===== config.mk =====
export PLATFORM = sky130hd
export DESIGN_NAME = eeprom_access_engine
export DESIGN_NICKNAME = d
export VERILOG_FILES = /design/src/rtl/eep_pkg.sv /design/src/rtl/eep_record_asm.sv /design/src/rtl/eep_ctrl.sv /design/src/rtl/eeprom_access_engine.sv
export SDC_FILE = /design/constraint.sdc
export NUM_CORES = 1
export LEC_CHECK = 0
export ABC_CLOCK_PERIOD_IN_PS = 2700
export BUFFER_PORTS_ARGS = -buffer_cell sky130_fd_sc_hd__buf_4
export CAP_MARGIN = 0
export CELL_PAD_IN_SITES_DETAIL_PLACEMENT = 0
export CELL_PAD_IN_SITES_GLOBAL_PLACEMENT = 1
export CORE_MARGIN = 2
export CORE_UTILIZATION = 28
export DETAILED_ROUTE_END_ITERATION = 10
export PLACE_DENSITY_LB_ADDON = 0.1
export SLEW_MARGIN = 30
export SYNTH_ARGS = -nofsm -noshare
export SYNTH_HDL_FRONTEND = slang
export SYNTH_SLANG_ARGS = --single-unit
export TNS_END_PERCENT = 100

===== constraint.sdc =====
create_clock -name clk -period 2.7 [get_ports clk]
set_input_delay 0.81 -clock clk [delete_from_list [all_inputs] [get_ports clk]]
set_output_delay 0.81 -clock clk [all_outputs]
set_load 0.01 [all_outputs]

===== src/rtl/eep_pkg.sv =====
package eep_pkg;
    localparam int REG_AW = 3;
    localparam logic [REG_AW-1:0] REG_CTRL  = 3'd0;
    localparam logic [REG_AW-1:0] REG_ADDR  = 3'd1;
    localparam logic [REG_AW-1:0] REG_DATA  = 3'd2;
    localparam logic [REG_AW-1:0] REG_BURST = 3'd3;
    localparam logic [REG_AW-1:0] REG_BASE  = 3'd4;
    localparam logic [REG_AW-1:0] REG_LAST  = 3'd5;
    localparam int BIT_WR   = 0;
    localparam int BIT_RD   = 1;
    localparam int BIT_BUSY = 4;

    typedef enum logic [1:0] {
        ST_IDLE,
        ST_SINGLE,
        ST_BURST
    } eep_state_e;
endpackage


===== src/rtl/eep_record_asm.sv =====
module eep_record_asm #(
    parameter int EE_AW  = 16,
    parameter int DW     = 8,
    parameter int BASE_W = 9,
    parameter int MEM_AW = 24
) (
    input  logic              clk,
    input  logic              rst_n,
    input  logic              start_i,
    input  logic              take_i,
    input  logic [DW-1:0]     byte_i,
    input  logic [BASE_W-1:0] base_i,
    output logic              end_o,
    output logic              mem_we,
    output logic [MEM_AW-1:0] mem_addr,
    output logic [DW-1:0]     mem_wdata
);
    localparam int LOW_W = MEM_AW - BASE_W;

    typedef struct packed {
        logic [1:0]        idx;
        logic [DW-1:0]     lo;
        logic [DW-1:0]     hi;
        logic              we;
        logic [MEM_AW-1:0] maddr;
        logic [DW-1:0]     mdata;
    } asm_t;

    asm_t q, d;
    logic [2*DW-1:0] rec_addr;

    always_comb begin
        rec_addr = {q.hi, q.lo};
        end_o    = take_i && (q.idx == 2'd1) && (&{byte_i, q.lo});
        d        = q;
        d.we     = 1'b0;
        if (start_i) begin
            d.idx = 2'd0;
        end
        if (take_i) begin
            case (q.idx)
                2'd0: begin
                    d.lo  = byte_i;
                    d.idx = 2'd1;
                end
                2'd1: begin
                    d.hi  = byte_i;
                    d.idx = end_o ? 2'd0 : 2'd2;
                end
                default: begin
                    d.we    = 1'b1;
                    d.maddr = {base_i, rec_addr[LOW_W-1:0]};
                    d.mdata = byte_i;
                    d.idx   = 2'd0;
                end
            endcase
        end
    end

    always_ff @(posedge clk or negedge rst_n) begin
        if (!rst_n) q <= '0;
        else        q <= d;
    end

    assign mem_we    = q.we;
    assign mem_addr  = q.maddr;
    assign mem_wdata = q.mdata;
endmodule


===== src/rtl/eep_ctrl.sv =====
module eep_ctrl
    import eep_pkg::*;
#(
    parameter int EE_AW  = 16,
    parameter int DW     = 8,
    parameter int BASE_W = 9,
    parameter int REG_W  = 32
) (
    input  logic              clk,
    input  logic              rst_n,
    input  logic              reg_wr,
    input  logic [REG_AW-1:0] reg_addr,
    input  logic [REG_W-1:0]  reg_wdata,
    output logic [REG_W-1:0]  reg_rdata,
    output logic              ee_req,
    output logic              ee_we,
    output logic [EE_AW-1:0]  ee_addr,
    output logic [DW-1:0]     ee_wdata,
    input  logic              ee_ack,
    input  logic [DW-1:0]     ee_rdata,
    output logic [BASE_W-1:0] base_o,
    output logic              burst_start_o,
    output logic              burst_take_o,
    input  logic              burst_end_i,
    output logic              busy_o,
    output logic              touched_o
);
    localparam logic [EE_AW-1:0] ONE = {{(EE_AW-1){1'b0}}, 1'b1};

    typedef struct packed {
        eep_state_e        st;
        logic              rd;
        logic              wr;
        logic              burst;
        logic [EE_AW-1:0]  addr;
        logic [DW-1:0]     data;
        logic [BASE_W-1:0] base;
        logic [EE_AW-1:0]  last;
        logic              touched;
        logic [EE_AW-1:0]  ptr;
        logic              req;
        logic              we;
    } ctrl_t;

    ctrl_t q, d;
    logic  take;
    logic  idle;

    always_comb begin
        d             = q;
        idle          = (q.st == ST_IDLE);
        take          = q.req && ee_ack;
        burst_start_o = 1'b0;
        if (reg_wr) begin
            case (reg_addr)
                REG_ADDR: d.addr = reg_wdata[EE_AW-1:0];
                REG_DATA: d.data = reg_wdata[DW-1:0];
                REG_BASE: d.base = reg_wdata[BASE_W-1:0];
                REG_CTRL: begin
                    if (idle && (reg_wdata[BIT_RD] || reg_wdata[BIT_WR])) begin
                        d.st  = ST_SINGLE;
                        d.req = 1'b1;
                        d.ptr = q.addr;
                        d.rd  = reg_wdata[BIT_RD];
                        d.wr  = !reg_wdata[BIT_RD];
                        d.we  = !reg_wdata[BIT_RD];
                    end
                end
                REG_BURST: begin
                    if (idle && reg_wdata[0]) begin
                        d.st          = ST_BURST;
                        d.burst       = 1'b1;
                        d.req         = 1'b1;
                        d.we          = 1'b0;
                        d.ptr         = q.touched ? q.last + ONE : '0;
                        burst_start_o = 1'b1;
                    end
                end
                default: ;
            endcase
        end
        if (take) begin
            d.last    = q.ptr;
            d.touched = 1'b1;
            if (q.st == ST_SINGLE) begin
                if (q.rd) d.data = ee_rdata;
                d.rd  = 1'b0;
                d.wr  = 1'b0;
                d.req = 1'b0;
                d.we  = 1'b0;
                d.st  = ST_IDLE;
            end else begin
                d.ptr = q.ptr + ONE;
                if (burst_end_i) begin
                    d.burst = 1'b0;
                    d.req   = 1'b0;
                    d.st    = ST_IDLE;
                end
            end
        end
    end

    always_ff @(posedge clk or negedge rst_n) begin
        if (!rst_n) q <= '{st: ST_IDLE, default: '0};
        else        q <= d;
    end

    always_comb begin
        reg_rdata = '0;
        case (reg_addr)
            REG_CTRL: begin
                reg_rdata[BIT_BUSY] = (q.st != ST_IDLE);
                reg_rdata[BIT_RD]   = q.rd;
                reg_rdata[BIT_WR]   = q.wr;
            end
            REG_ADDR:  reg_rdata[EE_AW-1:0]  = q.addr;
            REG_DATA:  reg_rdata[DW-1:0]     = q.data;
            REG_BURST: reg_rdata[0]          = q.burst;
            REG_BASE:  reg_rdata[BASE_W-1:0] = q.base;
            REG_LAST: begin
                reg_rdata[EE_AW-1:0] = q.last;
                reg_rdata[EE_AW]     = q.touched;
            end
            default: ;
        endcase
    end

    assign ee_req       = q.req;
    assign ee_we        = q.we;
    assign ee_addr      = q.ptr;
    assign ee_wdata     = q.data;
    assign base_o       = q.base;
    assign burst_take_o = take && (q.st == ST_BURST);
    assign busy_o       = (q.st != ST_IDLE);
    assign touched_o    = q.touched;
endmodule


===== src/rtl/eeprom_access_engine.sv =====
module eeprom_access_engine
    import eep_pkg::*;
#(
    parameter int EE_AW  = 16,
    parameter int DW     = 8,
    parameter int BASE_W = 9,
    parameter int MEM_AW = 24,
    parameter int REG_W  = 32
) (
    input  logic              clk,
    input  logic              rst_n,
    input  logic              reg_wr,
    input  logic [REG_AW-1:0] reg_addr,
    input  logic [REG_W-1:0]  reg_wdata,
    output logic [REG_W-1:0]  reg_rdata,
    output logic              ee_req,
    output logic              ee_we,
    output logic [EE_AW-1:0]  ee_addr,
    output logic [DW-1:0]     ee_wdata,
    input  logic              ee_ack,
    input  logic [DW-1:0]     ee_rdata,
    output logic              mem_we,
    output logic [MEM_AW-1:0] mem_addr,
    output logic [DW-1:0]     mem_wdata
);
    logic [BASE_W-1:0] base_w;
    logic              start_w;
    logic              take_w;
    logic              end_w;
    logic              busy_w;
    logic              touched_w;

    eep_ctrl #(
        .EE_AW(EE_AW), .DW(DW), .BASE_W(BASE_W), .REG_W(REG_W)
    ) u_ctrl (
        .clk(clk), .rst_n(rst_n),
        .reg_wr(reg_wr), .reg_addr(reg_addr), .reg_wdata(reg_wdata), .reg_rdata(reg_rdata),
        .ee_req(ee_req), .ee_we(ee_we), .ee_addr(ee_addr), .ee_wdata(ee_wdata),
        .ee_ack(ee_ack), .ee_rdata(ee_rdata),
        .base_o(base_w), .burst_start_o(start_w), .burst_take_o(take_w),
        .burst_end_i(end_w), .busy_o(busy_w), .touched_o(touched_w)
    );

    eep_record_asm #(
        .EE_AW(EE_AW), .DW(DW), .BASE_W(BASE_W), .MEM_AW(MEM_AW)
    ) u_asm (
        .clk(clk), .rst_n(rst_n),
        .start_i(start_w), .take_i(take_w), .byte_i(ee_rdata), .base_i(base_w),
        .end_o(end_w), .mem_we(mem_we), .mem_addr(mem_addr), .mem_wdata(mem_wdata)
    );
endmodule


* Word level (Yosys, flattened, before mapping)
Cells that the tools add are included.
Storage, ports and cells: bits in registers 124, input port bits 47, output and inout port bits 91, word-level logic and storage cells 96
Cells by class: add/sub/neg operators 2, equality and inequality tests 8, multiplexer cells 47, bitwise gates (word level) 1, reductions and logical operators 20
Operators with widths (number):
- $mux 18 | 4
- $mux 51 | 1
- $mux 16 | 3
- $mux 8 | 6
- $mux 38 | 1
- $pmux 18 s2 | 1
- $mux 33 | 1
- $add 16x1->16 const B | 2
- $reduce_and 16->1 | 1
- $mux 2 | 7
- $pmux 7 s2 | 1
- $pmux 3 s4 | 1
- $mux 1 | 11
- $pmux 1 s5 | 2
- $reduce_and 2->1 | 5
- $mux 9 | 1
- $pmux 2 s2 | 2
- $pmux 2 s4 | 1
- $eq 3x2->1 const B | 2
- $eq 3x3->1 const B | 2
- $logic_and 1x1->1 | 6
- $pmux 1 s6 | 1
- $mux 5 | 1
- $eq 2x1->1 const B | 2
- other kinds (11) | 13

* Depth between registers and ports, before layout
Gate-level depths: netlist of run 1.
depth after elaboration 8, gate-level depth with buffers 8, gate-level depth less buffers 6

* Modules after synthesis
Synthesis of run 1 repeated with hierarchy kept, for this count alone.
Second synthesis, totals: cells, all modules 613, area, all modules 6771.5 µm²
Modules (own cells, without submodules):
- eep_ctrl | times used 1, cells an instance 467, area each 4636.9 µm², seq. area each 1826.8 µm²
- eep_record_asm | times used 1, cells an instance 146, area each 2134.5 µm², seq. area each 1251.2 µm²

* Least setup slack after synthesis of run 1
Ideal clock, no wire load.
path kind input port to output port, start input reg_addr[0], end output reg_rdata[8], data arrival time 2.004 ns, data required time 1.890 ns, slack -0.114 ns, stages 5, buffers on the path 2, path through buf_1 clkbuf_1 mux2_2 a21oi_1 nor2_1
On the way: word-level cells in the longest chain between the ends 2, elaborated cells on any way between the ends 4, those cells by class eq/ne (3); mux (1)
RTL lines:
- start, declared | RTL line eeprom_access_engine.sv:13 | input logic [REG_AW-1:0] reg_addr,
- $eq 3x3->1 / $eq 3x1->1 (equally long branches) | RTL line eep_ctrl.sv:110 | case (reg_addr)
- $pmux 1 s3 * | RTL line eep_ctrl.sv:110
- end, declared | RTL line eeprom_access_engine.sv:15 | output logic [REG_W-1:0] reg_rdata,
Mark *: on every way between the ends. The rest lies on a longest branch, timed or not.

* Worst setup path in the final report of run 1
start input reg_addr[0], end output reg_rdata[6]
On the way: word-level cells in the longest chain between the ends 2, elaborated cells on any way between the ends 5, those cells by class eq/ne (4); mux (1)
RTL lines (RTL line):
- $eq 3x3->1 (tied with other cells) | eep_ctrl.sv:110
- $pmux 3 s4 * | eep_ctrl.sv:110
Marked as above.

==> results.json, run 1 <==
{
  "finalClockSkew_ns": 0.00953,
  "synthTopCellsByCount": "sky130_fd_sc_hd__dfrtp_1, sky130_fd_sc_hd__mux2_2, sky130_fd_sc_hd__buf_4, sky130_fd_sc_hd__nor2_1, sky130_fd_sc_hd__nand2_1",
  "critical_path.most_common_cell": "sky130_fd_sc_hd__buf_4",
  "dp.cells": 987,
  "placementRows": 56,
  "total_congestion_overflow": 0,
  "worst_path_dominant_cell_family": "buffers and inverters",
  "regToRegStartpoint": "u_ctrl.q[22]",
  "stdcell_count": 1020,
  "die_h_um": 158,
  "cellLeakagePower_nw": 3.77,
  "crit_end": "reg_rdata[6]",
  "synthDistinctLibCells": 59,
  "synth_area_leader_cell": "sky130_fd_sc_hd__dfrtp_1",
  "vias": 4873,
  "drt_iter0_drc": 253,
  "finalWirelength_mm": 19.5,
  "hold_viol": 0,
  "area.growth.synth_to_final_pct": 24.0,
  "cp_slowest_cell": "sky130_fd_sc_hd__nor3b_2",
  "drive_above_1_share_pct": 41.7,
  "power.density_cell_area_mw_per_mm2": 960,
  "finish.net_count": 737,
  "grt_first_pass_wirelength_mm": 30.4,
  "synth_largest_type_area_fraction_pct": 46.6,
  "power.ir.vdd_worst_uv": 441,
  "grt_max_degree": 66,
  "cp_cell_sequence": "buf_6 > buf_4 > buf_4 > nor3b_2 > buf_4 > nand2_1 > o21ai_2 > buf_6",
  "first_global_vias": 4905,
  "startpoint_type": "primary input",
  "total_power_mw": 7.87,
  "drt-vias-per-instance": 4.78,
  "tightest_slew_margin_relative_to_the_limit_pct": 62.2,
  "h-tree-depth": 4,
  "hold_buffers": 0,
  "clock_path_buffers": 2,
  "drt_drc_violations_left": 0,
  "dieArea_sq_mm": 0.0248,
  "grt_setup_unrepaired": "false",
  "drt_pass1_iterations": 4,
  "seqCellArea_sq_mm": 0.00308,
  "timing.critical_path.from": "reg_addr[0]",
  "ff_to_ff_end": "u_ctrl.ee_addr[15]",
  "fill_cells": 2382,
  "synth-edff-count": 0,
  "power.sequential.fraction_pct": 40.8,
  "multi_input_area_sq_mm": 0.00295,
  "gp_routability_congestion": 0.804,
  "ios": 138,
  "clock_sink_count": 123,
  "cell_chosen_for_the_clock_root": "sky130_fd_sc_hd__clkbuf_16",
  "pwr-share-comb_pct": 29.8,
  "post-dp-hpwl_mm": 14.7,
  "placed_area_sq_mm": 0.00753,
  "die_width_um": 158,
  "critical_path_required_ns": 1.89,
  "avg_inst_size_synth_sq_um": 11.0,
  "power.switching_fraction_pct": 35.7,
  "cellInternalPower_mw": 5.06,
  "ys_seq_elements": 123,
  "path_depth": 8,
  "stdcell_area_sq_mm": 0.00819,
  "async_sr_flop_fraction_pct": 100,
  "yosys_synthesis_warning_count": 0,
  "cts_inserted_buffers": 17,
  "power_switching_mw": 2.81,
  "regToRegSetupSlack_ns": 0.66,
  "pre_cts_slack_ns": -0.0551,
  "total_routing_usage_gr_pct": 16.3,
  "status": "finished, final reports clean",
  "max_clock_freq_mhz": 382,
  "clock_power_share_pct": 29.4,
  "drt-wirelength-per-cell_um": 19.1,
  "core_region_area_sq_mm": 0.0233,
  "cts_tree": "built",
  "post_synth_main_area_contributors": "sky130_fd_sc_hd__dfrtp_1, sky130_fd_sc_hd__mux2_2, sky130_fd_sc_hd__buf_4",
  "timing_worst_slew_pin_value_ns": 0.565,
  "max-cap-violations": 0,
  "syn-instance-count": 603,
  "initial_core_util_pct": 28.3,
  "antenna_found_initial": 0,
  "synth-seq-area-share_pct": 46.6,
  "critical_path_peak_fanout": 9,
  "synthesis.area_sq_mm": 0.00661,
  "hold_class": "primary input to async pin",
  "clkTransAtPathRegs_ns": 0.06,
  "fin_crit_ns": 2.62,
  "final_core_util_pct": 35.1,
  "timing.final.max_slew_violations": 0,
  "report.final.setup_viol": 0,
  "path_class": "primary input to output port",
  "setup_ws_ns": 0.0830,
  "tns_ns": 0,
  "yosysMostFrequentCell": "sky130_fd_sc_hd__dfrtp_1",
  "hold_slack_ns": 0.244,
  "numPortBuffers": 106,
  "worstSkewPairLatency_ns": 0.42,
  "layout_worst_path_cycle_share_pct": 96.9,
  "timing.reg2reg.worst_path_depth": 5,
  "synthFlopType": "sky130_fd_sc_hd__dfrtp_1",
  "max_stage_delay_ns": 0.17,
  "worstSetupEndpointType": "output port",
  "antenna_cells": 0,
  "timing.critical_path.arrival_ns": 1.81,
  "ant_nets": 0,
  "path_buf_inv": 5
}
## cell usage in the layout, fill, tap and decap left out, types with 5 or more instances in the layout
cell,netlist,routed
sky130_fd_sc_hd__and2_1,7,7
sky130_fd_sc_hd__nor4_1,7,7
sky130_fd_sc_hd__o21ai_0,16,12
sky130_fd_sc_hd__a221oi_1,6,6
sky130_fd_sc_hd__inv_1,5,5
sky130_fd_sc_hd__nor3_1,7,6
sky130_fd_sc_hd__xor2_1,11,11
sky130_fd_sc_hd__mux2_2,94,94
sky130_fd_sc_hd__conb_1,1,15
sky130_fd_sc_hd__nor2_1,39,39
sky130_fd_sc_hd__inv_6,0,7
sky130_fd_sc_hd__buf_4,71,144
sky130_fd_sc_hd__nand3_1,19,19
sky130_fd_sc_hd__a22oi_1,12,12
sky130_fd_sc_hd__and3_1,8,8
sky130_fd_sc_hd__nor2b_1,6,5
sky130_fd_sc_hd__dfrtp_1,123,123
sky130_fd_sc_hd__a21oi_1,20,20
sky130_fd_sc_hd__nand2_1,30,30
sky130_fd_sc_hd__nand4_1,7,7
sky130_fd_sc_hd__nand2b_1,6,6
sky130_fd_sc_hd__mux2i_1,19,19
sky130_fd_sc_hd__clkbuf_16,0,17
## repair_timing
item	CTS	global route
setup endpoints to repair	6	5
gates resized for setup	5	12
pin swaps	0	1
cloned	0	0
setup buffers	0	1
## final cells by class
class	count	area share, %
clock buffers	17	5.19
clock inverters	15	2.08
inverters	5	0.229
multi-input cells	392	36.1
flip-flops and latches	123	37.6
well taps	319	4.87
repair buffers	149	14.0
## how the worst min path moves through the flow
stage	depth (start not counted)	slack [ns]	endpoint	start
4_1_cts	1	0.24	u_asm.mem_addr[13]	rst_n
5_1_grt	1	0.24	u_asm.mem_wdata[4]	rst_n
6_report	1	0.24	u_asm.mem_wdata[4]	rst_n
3_5_place_dp	1	0.49	u_asm.q[38]	u_asm.q[38]
2_1_floorplan	1	0.46	u_ctrl.touched_o	u_ctrl.touched_o
3_3_place_gp	1	0.49	u_asm.mem_addr[13]	u_asm.q[38]
## registers in the layout, indices dropped and copies added, names as in the netlist, 8 cells and up
register         count
u_asm.mem_addr      24
u_ctrl.q            37
u_ctrl.ee_wdata      8
u_ctrl.ee_addr      16
u_ctrl.base_o        9
u_asm.q             17
u_asm.mem_wdata      8
## power by group through the flow
stage	registers [mW]	clock network, mW	logic [mW]
global route	3.31	2.46	2.59
finish	3.21	2.31	2.35
detailed placement	3.23	0	2.35
global placement	3.22	0	2.33
CTS	3.21	2.37	2.37
floorplan	2.92	0	1.81
## worst reg2reg max path, stage by stage, from the launching register on
cell                      delay (ns)
sky130_fd_sc_hd__dfrtp_1        0.53
sky130_fd_sc_hd__nand4_1        0.33
sky130_fd_sc_hd__nor3_1         0.52
sky130_fd_sc_hd__nand3_1        0.20
sky130_fd_sc_hd__mux2i_1        0.22
sky130_fd_sc_hd__a22oi_1        0.12
## per-layer routing
metal	wire length, um	GRT usage (%)	vias to the layer above
met5	0	0	-
met4	157	3.59	0
met3	746	3.50	16
met2	8910	24.5	108
met1	9640	23.9	2476
li1	-	-	2273
## logic make-up (layout without fill, tap and decap cells)
kind of cell / Yosys count / count (layout) / share of synthesized area [%]
and+or+nand+nor: 154 / 154 / 12.2
other: 1 / 15 / 0.0568
buffers and inverters: 102 / 186 / 10.1
muxes: 114 / 114 / 19.2
DFF: 123 / 123 / 46.6
AOI/OAI and AO/OA: 92 / 92 / 9.42
xor gates and xnor gates: 15 / 15 / 1.99
adders and majority gates: 2 / 2 / 0.379
Note: power is estimated with default switching activity, not from simulation.
==> run 2: changes to the inputs <==
- MAX_ROUTING_LAYER: unset -> met4
==> run 2 against run 1 <==
Worst setup slack better by 0.0057 ns. Worst hold slack about the same. Non-clock buffer count unchanged. Combinational power hardly changed. Sequential share of layout area is the same. Global-route usage grew 0.42 points. Clock skew barely moved.
==> results.json, run 2 (synthesis gave the netlist of run 1 again) <==
{
  "status": "finished, final reports clean",
  "path_class": "primary input to output port",
  "clock_path_buffers": 2,
  "clock_power_share_pct": 29.4,
  "drt-vias-per-instance": 4.72,
  "layout_worst_path_cycle_share_pct": 96.7,
  "cellInternalPower_mw": 5.06,
  "antenna_found_initial": 0,
  "drt_drc_violations_left": 0,
  "clkTransAtPathRegs_ns": 0.06,
  "power.density_cell_area_mw_per_mm2": 959,
  "max_clock_freq_mhz": 383,
  "gp_routability_congestion": 0.816,
  "flip_flop_count_of_the_largest_register_after_layout": 37,
  "cell_chosen_for_the_clock_root": "sky130_fd_sc_hd__clkbuf_16",
  "die_width_um": 158,
  "pwr-share-comb_pct": 29.9,
  "clock_sink_count": 123,
  "report.final.setup_viol": 0,
  "core_region_area_sq_mm": 0.0233,
  "pre_cts_slack_ns": -0.0551,
  "die_h_um": 158,
  "post-dp-hpwl_mm": 14.7,
  "initial_core_util_pct": 28.3,
  "numPortBuffers": 106,
  "worstSkewPairLatency_ns": 0.42,
  "timing.reg2reg.worst_path_depth": 5,
  "finalClockSkew_ns": 0.00904,
  "worstSetupEndpointType": "output port",
  "hold_viol": 0,
  "cts_tree": "built",
  "drt_iter0_drc": 276,
  "hold_class": "primary input to async pin",
  "timing_worst_slew_pin_value_ns": 0.549,
  "ff_to_ff_end": "u_ctrl.ee_addr[15]",
  "finish.net_count": 737,
  "dieArea_sq_mm": 0.0248,
  "critical_path_required_ns": 1.89,
  "power_switching_mw": 2.80,
  "cts_inserted_buffers": 17,
  "vias": 4814,
  "area.growth.synth_to_final_pct": 24.0,
  "grt_max_degree": 66,
  "startpoint_type": "primary input",
  "drt_pass1_iterations": 4,
  "most-common-layout-cells": "sky130_fd_sc_hd__buf_4, sky130_fd_sc_hd__dfrtp_1, sky130_fd_sc_hd__mux2_2",
  "ios": 138,
  "setup_ws_ns": 0.0887,
  "tightest_slew_margin_relative_to_the_limit_pct": 63.2,
  "grt_first_pass_wirelength_mm": 30.3,
  "h-tree-depth": 4,
  "drive_above_1_share_pct": 41.7,
  "placementRows": 56,
  "power.ir.vdd_worst_uv": 440,
  "antenna_cells": 0,
  "first_global_vias": 4904,
  "power.sequential.fraction_pct": 40.8,
  "cellLeakagePower_nw": 3.77,
  "regToRegSetupSlack_ns": 0.64,
  "power.switching_fraction_pct": 35.7,
  "timing.critical_path.arrival_ns": 1.80,
  "regMostFlops": "u_ctrl.q",
  "grt_setup_unrepaired": "false",
  "finalWirelength_mm": 19.4,
  "hold_slack_ns": 0.244,
  "fin_crit_ns": 2.61,
  "layout_commonest_cell": "sky130_fd_sc_hd__buf_4",
  "timing.final.max_slew_violations": 0,
  "critical_path_peak_fanout": 9,
  "max-cap-violations": 0,
  "drt-wirelength-per-cell_um": 19.0,
  "regToRegStartpoint": "u_ctrl.q[22]",
  "ant_nets": 0,
  "total_congestion_overflow": 0,
  "total_routing_usage_gr_pct": 16.7
}
## run 2: how the worst max path moves through the flow
stage | startpoint | to | cells after the start
detailed placement | reg_addr[0] | reg_rdata[5] | 5
CTS | reg_addr[0] | reg_rdata[2] | 8
floorplan | reg_addr[0] | reg_rdata[8] | 5
global route | reg_addr[0] | reg_rdata[6] | 8
global placement | reg_addr[0] | reg_rdata[2] | 8
finish | reg_addr[0] | reg_rdata[6] | 8
## run 2: timing repair
action	4_1_cts	5_1_grt
pin swaps	0	1
buffers inserted	0	1
gates resized for setup	5	12
endpoints found under the setup margin	6	5
hold buffers	0	0
## run 2: metrics by stage
step                utilization (%)  std cells  area (sq um)  power (mW)  TNS [ns]
floorplan                         -        617          6660        4.72   -0.0132
global placement               32.3        987          7530        5.55    -0.134
detailed placement             32.3        987          7530        5.58    -0.143
CTS                            34.9       1019          8140        7.94         0
global route                   35.1       1020          8190        8.36         0
finish                         35.1       1020          8190        7.86         0
## run 2: area by class of cell
cell class,count,area [sq um]
clock buffer,17,425
clock inverter,15,170
timing repair buffer,149,1150
sequential,123,3080
fill,2382,15100
inverter,5,18.8
tap,319,399
multi-input combinational,392,2950
## run 2: worst max-delay path: stages
cell                      delay, ns
sky130_fd_sc_hd__buf_6         0.12
sky130_fd_sc_hd__buf_4         0.14
sky130_fd_sc_hd__buf_4         0.13
sky130_fd_sc_hd__nor3b_2       0.17
sky130_fd_sc_hd__buf_4         0.16
sky130_fd_sc_hd__nand2_1       0.06
sky130_fd_sc_hd__o21ai_2       0.07
sky130_fd_sc_hd__buf_6         0.13
## run 2: power by group through the flow
stage                     clock (mW)  sequential, mW  combinational, mW
after floorplan                    0            2.92               1.81
after global placement             0            3.22               2.33
after detailed placement           0            3.23               2.35
after CTS                       2.37            3.21               2.37
after global routing            2.46            3.31               2.59
final                           2.31            3.20               2.35
## run 2: per-layer routing
layer	part of all wire (%)	GRT usage, %
met2	46	24.5
met5	0	-
met1	49	23.9
met4	0.75	3.59
met3	3.9	3.23
==> run 3: changes to the inputs <==
--- a/config.mk
+++ b/config.mk
@@ -17,3 +17,3 @@
 export PLACE_DENSITY_LB_ADDON = 0.1
-export SLEW_MARGIN = 30
+export SLEW_MARGIN = 5
 export SYNTH_ARGS = -nofsm -noshare
==> constraint.sdc (replaced) <==
create_clock -name clk -period 2.7 [get_ports clk]
set_input_delay 0.405 -clock clk [delete_from_list [all_inputs] [get_ports clk]]
set_output_delay 0.405 -clock clk [all_outputs]
set_load 0.01 [all_outputs]
==> run 3 against run 2 <==
Final cell count is 2.5% lower. Global-route usage hardly changed. Routed wire length is 0.19% lower. Cell area is 3.3% lower. Flip-flop and latch count stayed put. Clock-buffer cell count is 1 higher. Largest power group unchanged.
==> results.json, run 3 (synthesis gave the netlist of run 1 again) <==
{
  "status": "finished, final reports clean",
  "report.final.setup_viol": 0,
  "flip_flop_count_of_the_largest_register_after_layout": 37,
  "layout_worst_path_cycle_share_pct": 80.5,
  "drive_above_1_share_pct": 38.0,
  "cp_slowest_cell": "sky130_fd_sc_hd__and2_1",
  "timing.critical_path.arrival_ns": 2.46,
  "fill_cells": 2389,
  "clock_sink_count": 123,
  "hold_slack_ns": 0.221,
  "timing.final.max_slew_violations": 0,
  "die_width_um": 158,
  "post-dp-hpwl_mm": 14.2,
  "most-common-layout-cells": "sky130_fd_sc_hd__dfrtp_1, sky130_fd_sc_hd__buf_4, sky130_fd_sc_hd__mux2_2",
  "initial_core_util_pct": 28.3,
  "dieArea_sq_mm": 0.0248,
  "drt_drc_violations_left": 0,
  "worst_path_dominant_cell_family": "simple AND/OR/NAND/NOR gates",
  "critical_path_required_ns": 2.98,
  "finish.net_count": 712,
  "ff_to_ff_end": "u_ctrl.ee_addr[3]",
  "cellLeakagePower_nw": 3.61,
  "max_stage_delay_ns": 0.64,
  "timing.critical_path.from": "u_ctrl.q[72]",
  "pre_cts_slack_ns": 0.491,
  "grt_first_pass_wirelength_mm": 30.0,
  "fin_crit_ns": 2.17,
  "timing_worst_slew_pin_value_ns": 0.716,
  "hold_class": "primary input to register",
  "cts_inserted_buffers": 17,
  "startpoint_type": "register",
  "hold_viol": 0,
  "finalClockSkew_ns": 0.00847,
  "power.ir.vdd_worst_uv": 391,
  "ant_nets": 0,
  "clock_path_buffers": 2,
  "layout_commonest_cell": "sky130_fd_sc_hd__dfrtp_1",
  "die_h_um": 158,
  "cp_cell_sequence": "nand2b_1 > and2_1 > buf_4 > nand4_1 > nand3_1 > o221ai_1",
  "cell_chosen_for_the_clock_root": "sky130_fd_sc_hd__clkbuf_16",
  "drt-wirelength-per-cell_um": 19.5,
  "core_region_area_sq_mm": 0.0233,
  "power.density_cell_area_mw_per_mm2": 971,
  "gp_routability_congestion": 0.802,
  "vias": 4742,
  "drt_pass1_iterations": 4,
  "drt_iter0_drc": 270,
  "antenna_cells": 0,
  "regToRegSetupSlack_ns": 0.53,
  "total_routing_usage_gr_pct": 16.7,
  "cts_tree": "built",
  "numPortBuffers": 106,
  "finalWirelength_mm": 19.4,
  "total_congestion_overflow": 0,
  "clkTransAtPathRegs_ns": 0.06,
  "timing.reg2reg.worst_path_depth": 6,
  "crit_end": "u_ctrl.ee_addr[3]",
  "setup_ws_ns": 0.527,
  "drt-vias-per-instance": 4.77,
  "path_buf_inv": 1,
  "h-tree-depth": 4,
  "max-cap-violations": 0,
  "path_class": "register to register",
  "path_depth": 6,
  "regToRegStartpoint": "u_ctrl.q[72]",
  "tightest_slew_margin_relative_to_the_limit_pct": 52.3,
  "grt_max_degree": 82,
  "first_global_vias": 4868,
  "worstSkewPairLatency_ns": 0.42,
  "grt_setup_unrepaired": "false",
  "max_clock_freq_mhz": 460,
  "regMostFlops": "u_ctrl.q",
  "stdcell_count": 995,
  "dp.cells": 962,
  "worstSetupEndpointType": "register",
  "critical_path_peak_fanout": 17,
  "total_power_mw": 7.69,
  "placementRows": 56,
  "area.growth.synth_to_final_pct": 19.9,
  "ios": 138,
  "antenna_found_initial": 0,
  "tns_ns": 0,
  "post_cts_sizing_count": 0
}
run 3: cell types whose count changed in the layout (fill, tap and decap cells not counted), sizes merged:
| cell | before | now |
|---|---|---|
| clkinvlp | 0 | 1 |
| clkinv | 3 | 4 |
| dlygate4sd3 | 0 | 1 |
| inv | 16 | 14 |
| buf | 149 | 123 |
| clkbuf | 17 | 18 |
| bufinv | 1 | 0 |
run 3: worst min path at each step:
stage	from	endpoint	slack (ns)	depth (start not counted)
2_1_floorplan	rst_n	u_asm.mem_addr[0]	0.11	0
3_3_place_gp	rst_n	u_ctrl.q[22]	0.43	1
3_5_place_dp	rst_n	u_asm.mem_addr[10]	0.42	1
4_1_cts	reg_wdata[13]	u_ctrl.q[65]	0.21	2
5_1_grt	reg_wdata[11]	u_ctrl.q[63]	0.21	2
6_report	reg_wdata[13]	u_ctrl.q[65]	0.22	2
run 3: cell type report:
type | instances | area (sq um) | share of cell area, %
well taps | 319 | 399 | 5.04
multi-input cells | 392 | 2910 | 36.8
flip-flops and latches | 123 | 3080 | 38.9
inverters | 5 | 18.8 | 0.237
repair buffers | 124 | 946 | 11.9
clock buffers | 18 | 439 | 5.55
clock inverters | 14 | 125 | 1.58
run 3: layer usage:
metal / vias up / track usage (%) / wire length (um)
li1: 2210 / - / -
met5: - / - / 0
met4: 0 / 3.85 / 203
met2: 128 / 24.2 / 8690
met1: 2388 / 24.0 / 9620
met3: 16 / 3.31 / 858
run 3: worst reg2reg max path, cell delays in order (launching register included):
cell	delay, ns
sky130_fd_sc_hd__dfrtp_1	0.48
sky130_fd_sc_hd__nand2b_1	0.30
sky130_fd_sc_hd__and2_1	0.64
sky130_fd_sc_hd__buf_4	0.29
sky130_fd_sc_hd__nand4_1	0.13
sky130_fd_sc_hd__nand3_1	0.11
sky130_fd_sc_hd__o221ai_1	0.11
run 3: repair_timing:
action / in CTS / in global routing
hold endpoints to repair: 30 / 0
buffers inserted: 0 / 0
hold buffers: 1 / 0
run 3: stage by stage:
step	utilization [%]	area [sq um]
floorplan	-	6660
global placement	31.5	7350
detailed placement	31.5	7350
CTS	33.9	7920
global route	33.9	7920
finish	33.9	7920
run 3: report_power, final:
group	internal (mW)	total, mW	switching (mW)
registers	2.47	3.19	0.722
logic	1.22	2.29	1.07
clock network	1.24	2.21	0.973
total	4.92	7.69	2.77
